## config.mk

```make
export PLATFORM = sky130hd
export DESIGN_NAME = xbus_ctrl
export DESIGN_NICKNAME = d
export VERILOG_FILES = /design/src/rtl/xbus_pkg.sv /design/src/rtl/xbus_ctrl_fsm.sv /design/src/rtl/xbus_datapath.sv /design/src/rtl/xbus_ctrl.sv
export SDC_FILE = /design/constraint.sdc
export NUM_CORES = 1
export LEC_CHECK = 0
export BUFFER_PORTS_ARGS = -buffer_cell sky130_fd_sc_hd__buf_2
export CAP_MARGIN = 20
export CELL_PAD_IN_SITES_DETAIL_PLACEMENT = 2
export CELL_PAD_IN_SITES_GLOBAL_PLACEMENT = 2
export CORE_UTILIZATION = 27
export DETAILED_ROUTE_END_ITERATION = 8
export PLACE_DENSITY_LB_ADDON = 0.1
export SLEW_MARGIN = 15
export SYNTH_ARGS = -nofsm -noshare
export SYNTH_HDL_FRONTEND = slang
export SYNTH_HIERARCHICAL = 1
export SYNTH_SLANG_ARGS = --single-unit
```

## constraint.sdc

```tcl
create_clock -name clk -period 2.1 [get_ports clk]
set_clock_uncertainty 0.2 [all_clocks]
set_input_delay 0.315 -clock clk [delete_from_list [all_inputs] [get_ports clk]]
set_output_delay 0.315 -clock clk [all_outputs]
set_load 0.02 [all_outputs]
```

## src/rtl/xbus_pkg.sv

```systemverilog
package xbus_pkg;
  typedef enum logic [1:0] {ST_IDLE, ST_ADDR, ST_STROBE, ST_END} busState_t;

  typedef struct packed {
    logic load;       // capture request into the datapath
    logic aleOn;      // latch enable phase
    logic driveAddr;  // low address on shared bus
    logic driveData;  // write data on shared bus
    logic rdOn;       // read strobe active
    logic wrOn;       // write strobe active
    logic capture;    // sample shared bus into read register
  } busCtrl_t;
endpackage

```

## src/rtl/xbus_ctrl_fsm.sv

```systemverilog
module xbus_ctrl_fsm
  import xbus_pkg::*;
#(
  parameter int ADDR_W = 16,
  parameter int unsigned INT_LIMIT = 'h10FF,
  parameter int WAIT_W = 2
) (
  input  logic              clk,
  input  logic              rstN,
  input  logic              cfgEnable,
  input  logic              cfgCompat,
  input  logic [ADDR_W-1:0] cfgSplitAddr,
  input  logic [WAIT_W-1:0] cfgWaitLo,
  input  logic [WAIT_W-1:0] cfgWaitHi,
  input  logic              cpuReq,
  input  logic              cpuWe,
  input  logic [ADDR_W-1:0] cpuAddr,
  output busCtrl_t          ctrl,
  output logic              cpuStall
);
  localparam logic [ADDR_W-1:0] LIMIT = ADDR_W'(INT_LIMIT);
  localparam int RUN_W = WAIT_W + 2;

  busState_t         state;
  logic [WAIT_W-1:0] waitCnt;
  logic [WAIT_W-1:0] waitLoad;
  logic              isExt;
  logic              isWrite;
  logic              reqExt;
  logic              accept;

  assign reqExt = cpuAddr > LIMIT;
  assign accept = (state == ST_IDLE) && cpuReq && cfgEnable;

  always_comb begin
    if (cfgCompat)
      waitLoad = WAIT_W'(cfgWaitLo[0]);
    else if (cpuAddr >= cfgSplitAddr)
      waitLoad = cfgWaitHi;
    else
      waitLoad = cfgWaitLo;
  end

  always_ff @(posedge clk or negedge rstN) begin
    if (!rstN) begin
      state   <= ST_IDLE;
      waitCnt <= '0;
      isExt   <= 1'b0;
      isWrite <= 1'b0;
    end else begin
      case (state)
        ST_IDLE: if (accept) begin
          state   <= ST_ADDR;
          isExt   <= reqExt;
          isWrite <= cpuWe;
          waitCnt <= reqExt ? waitLoad : '0;
        end
        ST_ADDR: state <= ST_STROBE;
        ST_STROBE: begin
          if (waitCnt == '0) state <= ST_END;
          else waitCnt <= waitCnt - 1'b1;
        end
        default: state <= ST_IDLE;
      endcase
    end
  end

  always_comb begin
    ctrl           = '0;
    ctrl.load      = accept;
    ctrl.aleOn     = (state == ST_ADDR);
    ctrl.driveAddr = (state == ST_ADDR);
    ctrl.driveData = (state == ST_STROBE) && isWrite;
    ctrl.rdOn      = (state == ST_STROBE) && isExt && !isWrite;
    ctrl.wrOn      = (state == ST_STROBE) && isExt && isWrite;
    ctrl.capture   = (state == ST_STROBE) && isExt && !isWrite && (waitCnt == '0);
  end

  assign cpuStall = isExt && ((state == ST_ADDR) || (state == ST_STROBE));

  // strobe run length, observed by the compatibility-mode check
  logic [RUN_W-1:0] strobeRun;
  always_ff @(posedge clk or negedge rstN) begin
    if (!rstN) strobeRun <= '0;
    else if (ctrl.rdOn || ctrl.wrOn) begin
      if (strobeRun != '1) strobeRun <= strobeRun + 1'b1;
    end else strobeRun <= '0;
  end

  p_strobe_excl_r4: assert property (@(posedge clk) disable iff (!rstN)
    !(ctrl.rdOn && ctrl.wrOn));
  p_internal_quiet_r8: assert property (@(posedge clk) disable iff (!rstN)
    (state != ST_IDLE && !isExt) |-> (!ctrl.rdOn && !ctrl.wrOn && !cpuStall));
  p_end_release_r7: assert property (@(posedge clk) disable iff (!rstN)
    (state == ST_END) |-> (!cpuStall && !ctrl.rdOn && !ctrl.wrOn));
  p_stall_start_r7: assert property (@(posedge clk) disable iff (!rstN)
    $rose(cpuStall) |-> ctrl.aleOn);
  p_disabled_idle_r9: assert property (@(posedge clk) disable iff (!rstN)
    (!cfgEnable && state == ST_IDLE) |=> (state == ST_IDLE));
  p_ale_single_r3: assert property (@(posedge clk) disable iff (!rstN)
    ctrl.aleOn |=> !ctrl.aleOn);
  p_compat_wait_r10: assert property (@(posedge clk) disable iff (!rstN)
    cfgCompat |-> (strobeRun <= RUN_W'(2)));
endmodule

```

## src/rtl/xbus_datapath.sv

```systemverilog
module xbus_datapath
  import xbus_pkg::*;
#(
  parameter int ADDR_W = 16,
  parameter int HB_W = 4
) (
  input  logic                clk,
  input  logic                rstN,
  input  busCtrl_t            ctrl,
  input  logic                cfgEnable,
  input  logic                cfgCompat,
  input  logic                cfgKeeper,
  input  logic [HB_W-1:0]     cfgHiBits,
  input  logic [ADDR_W-1:0]   cpuAddr,
  input  logic [7:0]          cpuWdata,
  input  logic [7:0]          adIn,
  output logic [7:0]          adOut,
  output logic                adOe,
  output logic                adKeep,
  output logic [ADDR_W-9:0]   hiAddr,
  output logic [ADDR_W-9:0]   hiOe,
  output logic [7:0]          cpuRdata
);
  localparam int HI_W = ADDR_W - 8;

  logic [ADDR_W-1:0] addrReg;
  logic [7:0]        dataReg;
  logic [7:0]        keepReg;
  logic [7:0]        rdReg;
  logic [7:0]        drvVal;
  logic [HI_W-1:0]   hiMask;

  always_ff @(posedge clk or negedge rstN) begin
    if (!rstN) begin
      addrReg <= '0;
      dataReg <= '0;
      keepReg <= '0;
      rdReg   <= '0;
    end else begin
      if (ctrl.load) begin
        addrReg <= cpuAddr;
        dataReg <= cpuWdata;
      end
      if (adOe) keepReg <= drvVal;
      if (ctrl.capture) rdReg <= adIn;
    end
  end

  assign drvVal = ctrl.driveAddr ? addrReg[7:0] : dataReg;
  assign adOe   = ctrl.driveAddr || ctrl.driveData;
  assign adOut  = adOe ? drvVal : keepReg;
  assign adKeep = cfgEnable && cfgKeeper && !cfgCompat && !adOe;

  for (genvar g = 0; g < HI_W; g++) begin : g_hiMask
    assign hiMask[g] = cfgCompat || (cfgHiBits > HB_W'(g));
  end

  assign hiOe     = cfgEnable ? hiMask : '0;
  assign hiAddr   = addrReg[ADDR_W-1:8] & hiMask;
  assign cpuRdata = rdReg;

  p_read_float_r5: assert property (@(posedge clk) disable iff (!rstN)
    ctrl.rdOn |-> !adOe);
  p_ale_addr_r3: assert property (@(posedge clk) disable iff (!rstN)
    ctrl.aleOn |-> (adOe && adOut == addrReg[7:0]));
  p_keep_hold_r12: assert property (@(posedge clk) disable iff (!rstN)
    (!adOe && $past(!adOe)) |-> $stable(adOut));
  p_hi_contig_r11: assert property (@(posedge clk) disable iff (!rstN)
    (((hiOe + 1'b1) & hiOe) == '0));
  p_hi_zero_r11: assert property (@(posedge clk) disable iff (!rstN)
    ((hiAddr & ~hiMask) == '0));
endmodule

```

## src/rtl/xbus_ctrl.sv

```systemverilog
module xbus_ctrl
  import xbus_pkg::*;
#(
  parameter int ADDR_W = 16,
  parameter int unsigned INT_LIMIT = 'h10FF,
  parameter int WAIT_W = 2,
  parameter int HB_W = 4
) (
  input  logic              clk,
  input  logic              rstN,
  input  logic              cfgEnable,
  input  logic              cfgCompat,
  input  logic              cfgKeeper,
  input  logic [ADDR_W-1:0] cfgSplitAddr,
  input  logic [WAIT_W-1:0] cfgWaitLo,
  input  logic [WAIT_W-1:0] cfgWaitHi,
  input  logic [HB_W-1:0]   cfgHiBits,
  input  logic              cpuReq,
  input  logic              cpuWe,
  input  logic [ADDR_W-1:0] cpuAddr,
  input  logic [7:0]        cpuWdata,
  output logic [7:0]        cpuRdata,
  output logic              cpuStall,
  output logic [7:0]        adOut,
  output logic              adOe,
  input  logic [7:0]        adIn,
  output logic              adKeep,
  output logic [ADDR_W-9:0] hiAddr,
  output logic [ADDR_W-9:0] hiOe,
  output logic              ale,
  output logic              rdN,
  output logic              wrN,
  output logic              portOverride
);
  busCtrl_t ctrl;

  xbus_ctrl_fsm #(.ADDR_W(ADDR_W), .INT_LIMIT(INT_LIMIT), .WAIT_W(WAIT_W)) i_fsm (
    .clk(clk), .rstN(rstN), .cfgEnable(cfgEnable), .cfgCompat(cfgCompat),
    .cfgSplitAddr(cfgSplitAddr), .cfgWaitLo(cfgWaitLo), .cfgWaitHi(cfgWaitHi),
    .cpuReq(cpuReq), .cpuWe(cpuWe), .cpuAddr(cpuAddr),
    .ctrl(ctrl), .cpuStall(cpuStall)
  );

  xbus_datapath #(.ADDR_W(ADDR_W), .HB_W(HB_W)) i_dp (
    .clk(clk), .rstN(rstN), .ctrl(ctrl), .cfgEnable(cfgEnable),
    .cfgCompat(cfgCompat), .cfgKeeper(cfgKeeper), .cfgHiBits(cfgHiBits),
    .cpuAddr(cpuAddr), .cpuWdata(cpuWdata), .adIn(adIn),
    .adOut(adOut), .adOe(adOe), .adKeep(adKeep),
    .hiAddr(hiAddr), .hiOe(hiOe), .cpuRdata(cpuRdata)
  );

  assign ale          = ctrl.aleOn;
  assign rdN          = !ctrl.rdOn;
  assign wrN          = !ctrl.wrOn;
  assign portOverride = cfgEnable;

  p_override_r9: assert property (@(posedge clk) disable iff (!rstN)
    !cfgEnable |-> (!ale && rdN && wrN && !adOe && hiOe == '0));
endmodule

```

; ---- Word-level counts from Yosys, hierarchy flattened
; Cells that the tools add are included.
[totals]
in_bits = 63
register_bits = 46
word_cells = 69
out_inout_bits = 39
[op_classes]
reduce_logical = 32
n_eq_ne = 5
n_addsub = 1
muxes = 12
order_cmp = 10
n_bitwise = 1
[ops]
columns = op, n
row1 = 8-bit 2-to-1 mux, 3
row2 = 16-bit >= comparator, 1
row3 = 16-bit by 13-bit > comparator with 1-bit output (second input constant), 1
row4 = 4-bit by 3-bit > comparator with 1-bit output (second input constant), 4
row5 = 2-bit 2-to-1 mux, 7
row6 = 1-bit logical AND, 11
row7 = 1-bit logical OR, 10
row8 = 8-bit bitwise AND, 1
row9 = 4-bit by 1-bit > comparator with 1-bit output (second input constant), 2
row10 = 4-bit by 2-bit > comparator with 1-bit output (second input constant), 2
row11 = 2-bit one-hot mux with 3 select lines, 1
row12 = 1-bit logical NOT, 5
row13 = 2-bit logical NOT, 2
row14 = 2-bit by 1-bit != test with 1-bit output (second input constant), 2
row15 = 2-bit one-hot mux with 2 select lines, 1
row16 = 2-bit AND reduction, 2
row17 = 3-bit AND reduction, 1
row18 = 2-bit by 1-bit == test with 1-bit output (second input constant), 1
row19 = 2-bit == test (second input constant), 1
row20 = 2-bit != test (second input constant), 1
row21 = 2-bit nonzero test, 1
row22 = 2-bit by 1-bit subtractor with 2-bit output (second input constant), 1

; ---- Logic depth before layout (Yosys ltp)
[depth]
depth_word = 6
ltp_mapped = 8
depth_no_buf = 8

; ---- Cells and area by module
; The synthesis kept the hierarchy.
[modules_own_cells]
columns = mod, cells_each, area_each_um2, n_inst
row1 = xbus_datapath, 128, 1720.4, 1
row2 = xbus_ctrl_fsm, 113, 912.1, 1
row3 = xbus_ctrl, 3, 15.0, 1

; ---- Worst setup path after synthesis
; Ideal clock, no wire load.
[synth_path]
path_kind = register to output
startpoint = reg i_fsm.state[0]
endpoint = out adKeep
n_path_buf = 2
path_stages_with_launch = 8
slack_ns = -0.427
arrival_time_ns = 2.012
path_cell_list = dfrtp_1 inv_1 ha_1 clkbuf_1 and2_1 buf_6 or2_2 nor3_1
[synth_lines]
columns = element, line_no
row1 = from (decl), xbus_ctrl_fsm.sv:24  ; busState_t state;
row2 = from (signal assigned), xbus_ctrl_fsm.sv:46  ; state <= ST_IDLE;
row3 = from (signal assigned), xbus_ctrl_fsm.sv:53  ; state <= ST_ADDR;
row4 = from (signal assigned), xbus_ctrl_fsm.sv:58  ; ST_ADDR: state <= ST_STROBE;
row5 = to (decl), xbus_ctrl.sv:27  ; output logic adKeep,

==> flow_summary_export.csv <==
group,metric,value,unit
pwr,combPwrFrac,54.3,%
layout,fin_util,39.5,%
status,status,"finished with violations",
layout,fillers,1068,
cts,ctsHtreeMaxLevel,2,
cts,cts_made_buffers,5,
floorplanning,rows,35,
cts,clockBufferDepth,2,
critical_path,cp-end-kind,"output pin",
layout,final_common_cell,"buf_2",
drt,routed-via-count,2305,
layout,fin_cells,504,
timing,holdWs,0.0387,ns
global_route,grt_first_pass_wirelength,11900,um
global_route,grt_max_degree,18,
job,maxCapViolations,0,
layout,antenna_cells,0,
pwr,clkPwrFrac,12.0,%
drt,drc,0,
pwr,total_power,4.58,mW
place,place_ws,-0.210,ns
pwr,switching_share,40.3,%
place,port_buffers,101,
layout,finalInstanceArea,0.00370,sq mm
floorplanning,core_area,0.00937,sq mm
floorplanning,die_y,101,um
yosys,netlist_area,0.00265,sq mm
timing,final.setup.worst_slack,-0.107,ns
floorplanning,die_w,101,um
yosys,synthArstFlopShare,100,%
timing,fmax,453,MHz
drt,m1WireLength,3230,um
drt,dr_wl_met2,3850,um
floorplanning,io-pin-count,102,
yosys,yosysWarnings,6,
global_route,track_usage,15.3,%
global_route,overflow,0,
critical_path,worstPathRequired,1.58,ns
worst_hold_path,worstHoldPathType,"primary input to register",
global_route,grt_pass1_vias,2425,
place,place_area,0.00348,sq mm
timing,hold_viol_final,0,
drt,routedWlPerCell,15.0,um
yosys,yosys.cell_types.count,42,
yosys,syn-num-nets,328,
status,violations,"negative setup slack",
timing,rsz0062_at_grt,"true",
drt,routed_wl,7580,um
pwr,vdd.ir_drop.worst,0.000702,V
drt,drtAntennaViolNets,0,
timing,drv_slew,0,
layout,area_growth,39.8,%
pwr,power_leakage,1.81,nW
timing,slew-limit-headroom,69.2,%
pwr,p_sw,1.85,mW
place,dp_hpwl,6070,um
place,dp.cells,490,
timing,period_share,105,%
floorplanning,die_area,0.0102,sq mm
pwr,p_int,2.73,mW
floorplanning,start_util,28.3,%
critical_path,startpoint_type,"register",
cts,cts_tree,"built",
cts,root_buffer,"clkbuf_8",
layout,layout.nets,458,
layout,layout_common_cells,"buf_2, dfrtp_1, buf_4, mux2_2, inv_1",
pwr,power_frac_seq,33.7,%
critical_path,crit_type,"register to output pin",
timing,worst_pin_slew,0.461,ns
global_route,antenna_found_initial,0,
timing,tns,-0.760,ns
place,routabilityCongestion,0.731,
drt,viasPerCell,4.57,
drt,met3_length,418,um
cts,cts_num_sinks,46,
critical_path,cp.arrival,1.69,ns
layout,multi_input_area,0.00142,sq mm
cts,clkLatencyLatePin,0.30,ns
drt,drt_first_pass_iters,2,
critical_path,crit_fanout,3,
drt,drt_iter0_drc,28,
pwr,p_per_area,1240,mW/mm^2
yosys,synth_ff_type,"dfrtp_1",
yosys,yosysSeqAreaShare,43.5,%
timing,setup_viol,10,
layout,ff_latch_area,0.00115,sq mm
yosys,postSynthAreaPerCell,10.9,sq um
timing,period_needed,2.21,ns
cts,path_clk_slew,0.09,ns
yosys,syn_inst,244,
layout,drive_gt1_share,50.7,%
yosys,ys_ff_latch,46,
yosys,synth_edf_count,0,
drt,highest_layer,"met4",
layout make-up:
type	instances	share of cell area, %
Clock inverter	2	0.372
Inverter	24	2.43
Multi-Input combinational cell	164	38.3
Sequential cell	46	31.1
Clock buffer	6	1.96
Timing Repair Buffer	133	21.5
Tap cell	129	4.36
critical path, stage by stage (launching register included):
cell     delay [ns]
dfrtp_1        0.43
ha_4           0.18
and2_4         0.15
buf_4          0.13
or2_4          0.26
nor3_4         0.12
buf_6          0.14
path summary, 6_finish.rpt:
path / startpoint / end / slack (ns) / cells after the start
worst min register to register: i_dp/addrReg[9] / i_dp/addrReg[9] / 0.31 / 1
min in group asynchronous: rstN / i_dp/addrReg[14] / 0.28 / 2
worst max register to register: i_fsm/state[0] / i_fsm/waitCnt[0] / 0.07 / 9
worst max-delay path: i_fsm/state[1] / adKeep / -0.11 / 6
worst min-delay path: cpuWdata[5] / i_dp/dataReg[5] / 0.04 / 2
max in group asynchronous: rstN / i_dp/cpuRdata[7] / 0.84 / 3
power groups by stage:
stage / clock (mW) / sequential [mW] / combinational, mW
2_1_floorplan: 0 / 1.59 / 1.42
3_3_place_gp: 0 / 1.55 / 2.21
3_5_place_dp: 0 / 1.57 / 2.25
4_1_cts: 0.577 / 1.55 / 2.46
5_1_grt: 0.603 / 1.60 / 2.70
6_report: 0.550 / 1.54 / 2.49
cells by family after synthesis:
family          after synthesis  synth area share [%]
compound gates               42                  11.1
fa+ha+maj                    21                  9.92
buf+inv                      34                  5.72
flops                        46                  43.5
mux                          43                  17.8
simple gates                 58                  12.0
cells in the mapped netlist (2+ instances only):
library cell / instances / area [sq um]
ha_1: 21 / 263
clkbuf_1: 2 / 7.51
o31a_1: 2 / 17.5
a21oi_1: 6 / 30.0
nor3_1: 3 / 15.0
a21boi_0: 4 / 30.0
mux2i_1: 10 / 100
buf_4: 3 / 22.5
and2_1: 4 / 25.0
a211oi_1: 4 / 30.0
mux2_2: 33 / 372
o21ai_0: 17 / 85.1
nand2_1: 20 / 75.1
nor2b_1: 9 / 56.3
buf_2: 4 / 20.0
dfrtp_1: 46 / 1150
nor2_1: 8 / 30.0
inv_1: 24 / 90.1
sequential cells by signal (all words and copies together) (netlist names):
name,flops
i_fsm/state,2
i_dp/cpuRdata,8
i_dp/keepReg,8
i_dp/dataReg,8
i_fsm/waitCnt,2
i_fsm/isExt,1
i_fsm/isWrite,1
i_dp/addrReg,16
routing by layer:
layer  global-route usage [%]  vias to the layer above
li1                         -                     1108
met1                     18.0                     1128
met2                     28.1                       61
met3                     2.98                        8
met4                     4.01                        0
met5                        0                        -
timing repair:
action                                  in CTS  in global routing
resized for setup                           17                  5
hold endpoints to repair                    15                  0
hold buffers                                 1                  0
endpoints found under the setup margin      10                 26
pin swaps                                    1                  8
buffers inserted                             3                  3
No activity file was read; power rests on OpenSTA's default activity.
